`src/rtl/conv_clk_pkg.sv`:
```
package conv_clk_pkg;

    parameter int NUM_SRC   = 3;
    parameter int SEL_W     = 2;
    parameter int CODE_W    = 4;
    parameter int MODE_W    = 2;
    parameter int BUS_PSC_W = 3;
    parameter int CNT_W     = 8;
    localparam int RATIO_W  = CNT_W + 1;

    typedef enum logic [MODE_W-1:0] {
        MODE_KERNEL   = 2'd0,
        MODE_BUS_DIV1 = 2'd1,
        MODE_BUS_DIV2 = 2'd2,
        MODE_BUS_DIV4 = 2'd3
    } conv_mode_e;

    typedef struct packed {
        conv_mode_e        mode;
        logic [SEL_W-1:0]  sel;
        logic [CODE_W-1:0] code;
    } conv_cfg_t;

    // Kernel-mode ratio set; codes past the last entry saturate at 256.
    function automatic logic [RATIO_W-1:0] kernel_ratio(input logic [CODE_W-1:0] code);
        logic [RATIO_W-1:0] r;
        case (code)
            4'd0:    r = 9'd1;
            4'd1:    r = 9'd2;
            4'd2:    r = 9'd4;
            4'd3:    r = 9'd6;
            4'd4:    r = 9'd8;
            4'd5:    r = 9'd10;
            4'd6:    r = 9'd12;
            4'd7:    r = 9'd16;
            4'd8:    r = 9'd32;
            4'd9:    r = 9'd64;
            4'd10:   r = 9'd128;
            default: r = 9'd256;
        endcase
        return r;
    endfunction

endpackage

```
`src/rtl/conv_tick_select.sv`:
```
module conv_tick_select
    import conv_clk_pkg::*;
#(
    parameter int N_SRC = NUM_SRC,
    parameter int S_W   = SEL_W
) (
    input  logic [N_SRC-1:0] src_tick_i,
    input  logic             bus_tick_i,
    input  logic [S_W-1:0]   sel_i,
    input  conv_mode_e       mode_i,
    output logic             tick_o,
    output logic             sel_valid_o
);

    logic [N_SRC-1:0] hit;

    // One match lane per kernel source.
    for (genvar g = 0; g < N_SRC; g++) begin : g_lane
        assign hit[g] = src_tick_i[g] && (sel_i == S_W'(g));
    end

    always_comb begin
        sel_valid_o = ({1'b0, sel_i} < (S_W+1)'(N_SRC));
        if (mode_i == MODE_KERNEL) begin
            tick_o = |hit;
        end else begin
            tick_o = bus_tick_i;
        end
    end

endmodule

```
`src/rtl/conv_ratio_decode.sv`:
```
module conv_ratio_decode
    import conv_clk_pkg::*;
(
    input  conv_mode_e               mode_i,
    input  logic [CODE_W-1:0]        code_i,
    input  logic                     sel_valid_i,
    input  logic [BUS_PSC_W-1:0]     bus_psc_i,
    output logic [RATIO_W-1:0]       ratio_o,
    output logic                     illegal_o
);

    always_comb begin
        ratio_o   = '0;
        illegal_o = 1'b0;
        unique case (mode_i)
            MODE_KERNEL: begin
                ratio_o   = kernel_ratio(code_i);
                illegal_o = !sel_valid_i;
            end
            MODE_BUS_DIV1: begin
                ratio_o   = RATIO_W'(1);
                illegal_o = (bus_psc_i != '0);
            end
            MODE_BUS_DIV2: ratio_o = RATIO_W'(2);
            MODE_BUS_DIV4: ratio_o = RATIO_W'(4);
            default: begin
                ratio_o   = '0;
                illegal_o = 1'b1;
            end
        endcase
    end

endmodule

```
`src/rtl/conv_tick_divider.sv`:
```
module conv_tick_divider
    import conv_clk_pkg::*;
(
    input  logic               clk,
    input  logic               rst_n,
    input  logic               clear_i,
    input  logic               tick_i,
    input  logic [RATIO_W-1:0] ratio_i,
    output logic               pulse_o
);

    typedef struct packed {
        logic [CNT_W-1:0] cnt;
    } div_state_t;

    div_state_t st_d, st_q;

    always_comb begin
        st_d    = st_q;
        pulse_o = 1'b0;
        if (clear_i) begin
            st_d.cnt = '0;
        end else if (tick_i) begin
            if ({1'b0, st_q.cnt} == (ratio_i - RATIO_W'(1))) begin
                pulse_o  = 1'b1;
                st_d.cnt = '0;
            end else begin
                st_d.cnt = st_q.cnt + CNT_W'(1);
            end
        end
    end

    always_ff @(posedge clk or negedge rst_n) begin
        if (!rst_n) begin
            st_q <= '0;
        end else begin
            st_q <= st_d;
        end
    end

endmodule

```
`src/rtl/conv_clk_prescaler.sv`:
```
module conv_clk_prescaler
    import conv_clk_pkg::*;
(
    input  logic                 clk,
    input  logic                 rst_n,
    input  logic [NUM_SRC-1:0]   src_tick_i,
    input  logic                 bus_tick_i,
    input  logic [SEL_W-1:0]     src_sel_i,
    input  logic [CODE_W-1:0]    psc_code_i,
    input  logic [MODE_W-1:0]    mode_i,
    input  logic [BUS_PSC_W-1:0] bus_psc_i,
    output logic                 conv_en_o,
    output logic                 cfg_err_o
);

    typedef struct packed {
        conv_cfg_t cfg;
        logic      en;
        logic      err;
    } top_state_t;

    top_state_t st_d, st_q;

    conv_cfg_t          cfg_now;
    logic               cfg_changed;
    logic               sel_valid;
    logic               qual_tick;
    logic [RATIO_W-1:0] ratio;
    logic               illegal;
    logic               div_pulse;

    always_comb begin
        cfg_now.mode = conv_mode_e'(mode_i);
        cfg_now.sel  = src_sel_i;
        cfg_now.code = psc_code_i;
        cfg_changed  = (cfg_now != st_q.cfg);
    end

    conv_tick_select u_sel (
        .src_tick_i  (src_tick_i),
        .bus_tick_i  (bus_tick_i),
        .sel_i       (src_sel_i),
        .mode_i      (cfg_now.mode),
        .tick_o      (qual_tick),
        .sel_valid_o (sel_valid)
    );

    conv_ratio_decode u_dec (
        .mode_i      (cfg_now.mode),
        .code_i      (psc_code_i),
        .sel_valid_i (sel_valid),
        .bus_psc_i   (bus_psc_i),
        .ratio_o     (ratio),
        .illegal_o   (illegal)
    );

    conv_tick_divider u_div (
        .clk     (clk),
        .rst_n   (rst_n),
        .clear_i (cfg_changed || illegal),
        .tick_i  (qual_tick),
        .ratio_i (ratio),
        .pulse_o (div_pulse)
    );

    always_comb begin
        st_d     = st_q;
        st_d.cfg = cfg_now;
        st_d.en  = div_pulse && !illegal && !cfg_changed;
        st_d.err = illegal;
    end

    always_ff @(posedge clk or negedge rst_n) begin
        if (!rst_n) begin
            st_q <= '0;
        end else begin
            st_q <= st_d;
        end
    end

    assign conv_en_o = st_q.en;
    assign cfg_err_o = st_q.err;

endmodule

```
`config.mk`:
```
export PLATFORM = sky130hd
export DESIGN_NAME = conv_clk_prescaler
export DESIGN_NICKNAME = d
export VERILOG_FILES = /design/src/rtl/conv_clk_pkg.sv /design/src/rtl/conv_tick_select.sv /design/src/rtl/conv_ratio_decode.sv /design/src/rtl/conv_tick_divider.sv /design/src/rtl/conv_clk_prescaler.sv
export SDC_FILE = /design/constraint.sdc
export NUM_CORES = 1
export LEC_CHECK = 0
export ABC_AREA = 1
export BUFFER_PORTS_ARGS = -buffer_cell sky130_fd_sc_hd__buf_2
export CORE_MARGIN = 8
export CORE_UTILIZATION = 57
export DETAILED_ROUTE_END_ITERATION = 10
export GPL_TIMING_DRIVEN = 0
export HOLD_SLACK_MARGIN = 0.02
export MAX_ROUTING_LAYER = met4
export PLACE_DENSITY = 0.77
export SLEW_MARGIN = 40
export SYNTH_ARGS = -nofsm -noshare
export SYNTH_HDL_FRONTEND = slang
export SYNTH_SLANG_ARGS = --single-unit
export TNS_END_PERCENT = 30
```
`constraint.sdc`:
```
create_clock -name clk -period 1.9 [get_ports clk]
set_input_delay 0.095 -clock clk [delete_from_list [all_inputs] [get_ports clk]]
set_output_delay 0.095 -clock clk [all_outputs]
set_load 0.05 [all_outputs]
```
# Yosys cells after proc, flatten, opt, wreduce, memory -nomap -nowiden
# Memories as Yosys holds them, arrays and structs flattened.
# Index checks and enable logic that the tools add are counted.
[classes] n_addsub=2 magnitude_cmp=1 n_eq_ne=7 muxes=9 n_reduce_logical=14
[op_table] cell="9-bit one-hot mux with 4 select lines" n=1
[op_table] cell="8-bit 2-to-1 mux" n=3
[op_table] cell="8-bit by 9-bit equality test with 1-bit output" n=1
[op_table] cell="9-bit by 1-bit subtractor with 9-bit output (second input constant)" n=1
[op_table] cell="8-bit by 1-bit adder with 8-bit output (second input constant)" n=1
[op_table] cell="8-bit != test" n=1
[op_table] cell="2-bit equality test (second input constant)" n=3
[op_table] cell="1-bit logical AND" n=5
[op_table] cell="2-bit by 1-bit equality test with 1-bit output (second input constant)" n=2
[op_table] cell="2-bit zero test" n=2
[op_table] cell="1-bit 2-to-1 mux" n=4
[op_table] cell="1-bit zero test" n=3
[op_table] cell="3-bit nonzero test" n=1
[op_table] cell="3-bit OR reduction" n=1
[op_table] cell="2-bit < comparator (second input constant)" n=1
[op_table] cell="1-bit one-hot mux with 2 select lines" n=1
[op_table] cell="2-bit nonzero test" n=1
[op_table] cell="1-bit logical OR" n=1
[word_totals] regBits=18 rom_bits=144 in_bits=17 output_inout_bits=2 word_cells=40 n_memories=1
[memory_table] memory="(no name shown)" depth=16 word_bits=9 read_ports=1 rd_clocked_by_memory_dff=0 write_ports=0 line_no="conv_clk_pkg.sv:27" rtl="case (code)"

# Logic depth before layout (Yosys ltp)
[depth] depth_word=9 depth_mapped=16

# Hierarchy
# Synthesis repeated with hierarchy kept, for this count alone.
[hier_totals] cells_unflattened=240 area_unflattened_um2=1445.1
[by_module_without_submodules] mod="conv_tick_divider" instances=1 cells_per_inst=144 area_per_inst_um2=817.0 seq_area_each_um2=200.2
[by_module_without_submodules] mod="conv_clk_prescaler" instances=1 cells_per_inst=41 area_per_inst_um2=395.4 seq_area_each_um2=250.2
[by_module_without_submodules] mod="conv_ratio_decode" instances=1 cells_per_inst=42 area_per_inst_um2=178.9 seq_area_each_um2=0.0
[by_module_without_submodules] mod="conv_tick_select" instances=1 cells_per_inst=13 area_per_inst_um2=53.8 seq_area_each_um2=0.0

# Worst setup path before layout
# OpenSTA, ideal clock, no wires.
[synth_path] path_kind="input port to flip-flop" start="input port psc_code_i[0]" end="register u_div.st_q[4] (netlist name)" setup_ns=0.116 arrival_ns=1.587 required_ns=1.784 slack_ns=0.197 cell_stages=14 path_buffers=1 path_cell_list="buf_2 > nor2_1 > nand3_1 > nand2_1 > inv_1 > ha_1 > xor2_1 > nand2_1 > nor2_1 > nand4_1 > nor2_1 > nand2_2 > nand2_1 > nand2_1"
[synth_via] elab_chain_len=7 word_cells_on_any_way=10
[synth_lines] item="start, declared" line_no="conv_clk_prescaler.sv:9" rtl="input logic [CODE_W-1:0] psc_code_i,"
[synth_lines] item="memory read 16 x 9 bit"
[synth_lines] item="9-bit one-hot mux with 4 select lines" line_no="conv_ratio_decode.sv:15" rtl="unique case (mode_i)"
[synth_lines] item="9-bit by 1-bit subtractor with 9-bit output" line_no="conv_tick_divider.sv:24" rtl="if ({1'b0, st_q.cnt} == (ratio_i - RATIO_W'(1))) begin"
[synth_lines] item="8-bit by 9-bit equality test with 1-bit output" line_no="conv_tick_divider.sv:24"
[synth_lines] item="8-bit 2-to-1 mux" line_no="conv_tick_divider.sv:24"
[synth_lines] item="8-bit 2-to-1 mux" line_no="conv_tick_divider.sv:23" rtl="end else if (tick_i) begin"
[synth_lines] item="8-bit 2-to-1 mux" line_no="conv_tick_divider.sv:21" rtl="if (clear_i) begin"
[synth_lines] item="end signal, assigned" line_no="conv_tick_divider.sv:37" rtl="st_q <= st_d;"
[synth_lines] item="end, declared" line_no="conv_tick_divider.sv:16" rtl="div_state_t st_d, st_q;"
# Parallel ways exist; a longest one is shown, timed or not. The select of a mux whose other input is x is not followed.
# A chain may end at the register's enable or synchronous reset.

# Worst setup path after layout
[layout_path] start="input port src_sel_i[1]" end="register u_div.st_q[2] (netlist name)"
[layout_via] elab_chain_len=5 word_cells_on_any_way=15
[layout_lines] item="start, declared" line_no="conv_clk_prescaler.sv:8" rtl="input logic [SEL_W-1:0] src_sel_i,"
[layout_lines] item="2-bit < comparator, or another cell as far along" line_no="conv_tick_select.sv:23" rtl="sel_valid_o = ({1'b0, sel_i} < (S_W+1)'(N_SRC));"
[layout_lines] item="1-bit zero test or 1-bit logical AND (tied branches)" line_no="conv_ratio_decode.sv:18, conv_tick_select.sv:19"
[layout_lines] item="1-bit one-hot mux with 2 select lines or 3-bit OR reduction (tied branches)" line_no="conv_ratio_decode.sv:15, conv_tick_select.sv:25"
[layout_lines] item="1-bit logical OR or 1-bit 2-to-1 mux (tied branches)" line_no="conv_clk_prescaler.sv:60, conv_tick_select.sv:24"
[layout_lines] item="8-bit 2-to-1 mux or 2-bit nonzero test (tied branches)"
# Parallel ways exist; a longest one is shown, timed or not.

==> summary.md <==
| Metric | Value |
|---|---|
| Largest net degree at the start of global routing | 19 |
| Worst-Margin Slew | 499 ps |
| Hold Startpoint | bus_psc_i[2] |
| Pwr dens | 503 mW/mm² |
| Row count | 18 |
| Final min period | 1760 ps |
| WP data required | 2140 ps |
| Worst skew pair latency | 300 ps |
| R2r setup slk | 270 ps |
| Antenna-violating nets left | 0 |
| Fin. Hold Viols | 0 |
| Sink Count | 18 |
| Cells after Synth | 214 |
| Vias in the first global route | 1,368 |
| FF+latch count, synth | 18 |
| Endpoint class of the critical path | flip-flop |
| Relative slew margins | 0.665 |
| Area of the multi-input gates | 840 µm² |
| Die area | 0.00433 mm² |
| # IOs | 19 |
| CP max stage delay | 560 ps |
| R2R Path End | u_div.st_q[2] |
| # fillers | 213 |
| Most frequent cells in the layout | 67 x nand2_1, 32 x nor2_1, 25 x inv_1, 21 x buf_2, 20 x nand3_1 |
| Static Leak | 0.854 nW |
| Drt pass-1 iters | 4 |
| Starting Density | 0.586 |
| Setup violators final | 0 |
| Syn avg cell area | 6.60 µm² |
| R2r startpoint | st_q[2] |
| Cell depth of the worst setup path | 9 |
| GP Congestion | 0.888 |
| Max clock buf depth | 2 |
| Worst path top cell family by delay | simple AND/OR/NAND/NOR gates |
| Post-synth net total | 233 |
| Post-place setup slack | -158 ps |
| Vias per cell | 5.11 |
| Vert. Die Dim | 65.8 µm |
| Peak supply drop | 0.417 mV |
| Total GRT Usage | 0.168 |
| # H-tree levels | 1 |
| Grt total ovfl | 0 |
| Chip Width | 65.8 µm |
| Worst setup path endpoint | u_div.st_q[2] |
| Ant. Diodes | 0 |
| Slowest cell on the critical path | dlygate4sd3_1 |
| Share of layout cells above drive strength 1 | 0.171 |
| DR iter-0 viols | 77 |
| Area of the mapped netlist | 0.00141 mm² |
| Hold slack final | 150 ps |
| Overall power | 0.840 mW |
| First-pass GRT wire length | 5710 µm |
| Residual DRC | 0 |
| Max Slew Vio Count | 0 |
| Bufs and invs on worst path | 2 |
| Max Fanout on Critical Path | 9 |
| Max Cap Violations | 0 |
| Final worst setup slack | 141 ps |
| Wire length per cell | 12.4 µm |
| Syn-to-layout area delta | 18.3% |
| Core ar. | 0.00241 mm² |
| Yosys warns | 0 |
| Fmax | 0.569 GHz |
| Register Area | 450 µm² |
| CTS tree | done |
| Element type at the critical path start | input pin |
| Fin crit share | 0.926 |
| Initial antenna violation count | 0 |
| Outcome | complete, no violations |
| R2R depth | 7 |
| HP Class | input pin to flip-flop |
| Final nets | 265 |
| Max Clock Skew | 9.47 ps |
| Setup CP Type | input pin to flip-flop |
| Vias | 1,404 |
| Arr. time, crit path | 2000 ps |
| Worst Setup SP | src_sel_i[1] |
| Post-DP HPWL | 2720 µm |
| Final WL | 3410 µm |
| Dominant cell type by count on the critical path | nand2_1 |
| Post-CTS Repair Setup Buffers | 0 |
| Commonest non-fill, non-tap cell in the layout | nand2_1 |
| Final Util | 0.694 |
| Synth cell types | 25 |
| TritonCTS buffer count | 3 |
| Seq/Total Area, Yosys | 0.319 |
| Cells along the critical path | dlygate4sd3_1 > buf_2 > xnor2_1 > nand4_1 > nor2_1 > nand3_2 > nor3_1 > nand2_1 > nand2_1 |
| Port bufs | 18 |
| Worst-path clk slew | 100 ps |
| Setup tns final | 0 ps |
| CTS root buf | clkbuf_4 |
| RSZ-0062 raised after global routing | no |
through the flow:
stage | instance area (µm²) | cells
2_1_floorplan | 1410 | 214
3_3_place_gp | 1540 | 262
3_5_place_dp | 1540 | 262
4_1_cts | 1670 | 275
5_1_grt | 1670 | 275
6_report | 1670 | 275
cell usage after synthesis:
cell type,count,share of area
a21oi_1,1,0.0035
a31oi_1,1,0.0044
a32oi_2,1,0.012
buf_2,3,0.011
clkbuf_1,1,0.0027
dfrtp_1,18,0.32
ha_1,2,0.018
inv_1,25,0.066
inv_2,4,0.011
nand2_1,67,0.18
nand2_2,3,0.013
nand3_1,21,0.074
nand3_2,1,0.0071
nand4_1,7,0.031
nor2_1,32,0.085
nor2_2,3,0.013
nor2_4,2,0.016
nor3_1,4,0.014
nor3b_1,2,0.011
nor4_4,1,0.015
o21ai_1,1,0.0035
o21bai_4,1,0.013
o22ai_1,1,0.0044
xnor2_1,8,0.050
xor2_1,4,0.025
cells by family after synthesis:
kind of cell	after synthesis	synth area share
simple gates	143	0.458
buf+inv	33	0.0903
flops	18	0.319
xor+xnor	12	0.0744
compound gates	6	0.0407
fa+ha+maj	2	0.0177
routing by layer:
metal  up-vias  global-route usage  routed length [µm]
met1       643               0.169                1430
met2        21               0.315                1770
met5         -                   -                   0
li1        731                   -                   -
met4         0              0.0436                  72
met3         9              0.0373                 140
repair_timing:
item / 4_1_cts / 5_1_grt
endpoints found under the hold margin: 26 / 0
endpoints found under the setup margin: 0 / 7
hold buffers: 9 / 0
resized for setup: 0 / 1
where the power goes:
group,switching [mW],leakage [nW],total (mW),internal [mW]
Sequential,0.00444,0.232,0.397,0.393
Clock,0.129,0.0210,0.246,0.117
Combinational,0.119,0.601,0.197,0.0781
Total,0.252,0.854,0.840,0.588
sequential cells by signal (all words and copies together), names as in the netlist:
name and count:
cfg_err_o 1, u_div.st_q 8, st_q 8, conv_en_o 1
how the worst min path moves through the flow:
stage                     end  slack [ps]  cells past startpoint
global route        cfg_err_o         160                      5
global placement      st_q[7]          40                      1
finish              cfg_err_o         150                      5
CTS                 cfg_err_o         140                      5
detailed placement    st_q[3]          50                      1
floorplan           cfg_err_o        -200                      0
final cells by class:
class                      instances  share of cell area
clock buffer                       4              0.0217
buffer                             4              0.0112
timing repair buffer              27               0.108
sequential                        18               0.269
multi-input combinational        163               0.502
inverter                          29              0.0651
tap                               30              0.0225
worst reg2reg max path, delay by kind of cell (launching register included):
family | cells | cell delay (ps)
XOR/XNOR | 1 | 160
flip-flops | 1 | 400
AND/OR/NAND/NOR | 6 | 1020
No activity file was read; power rests on OpenSTA's default activity.
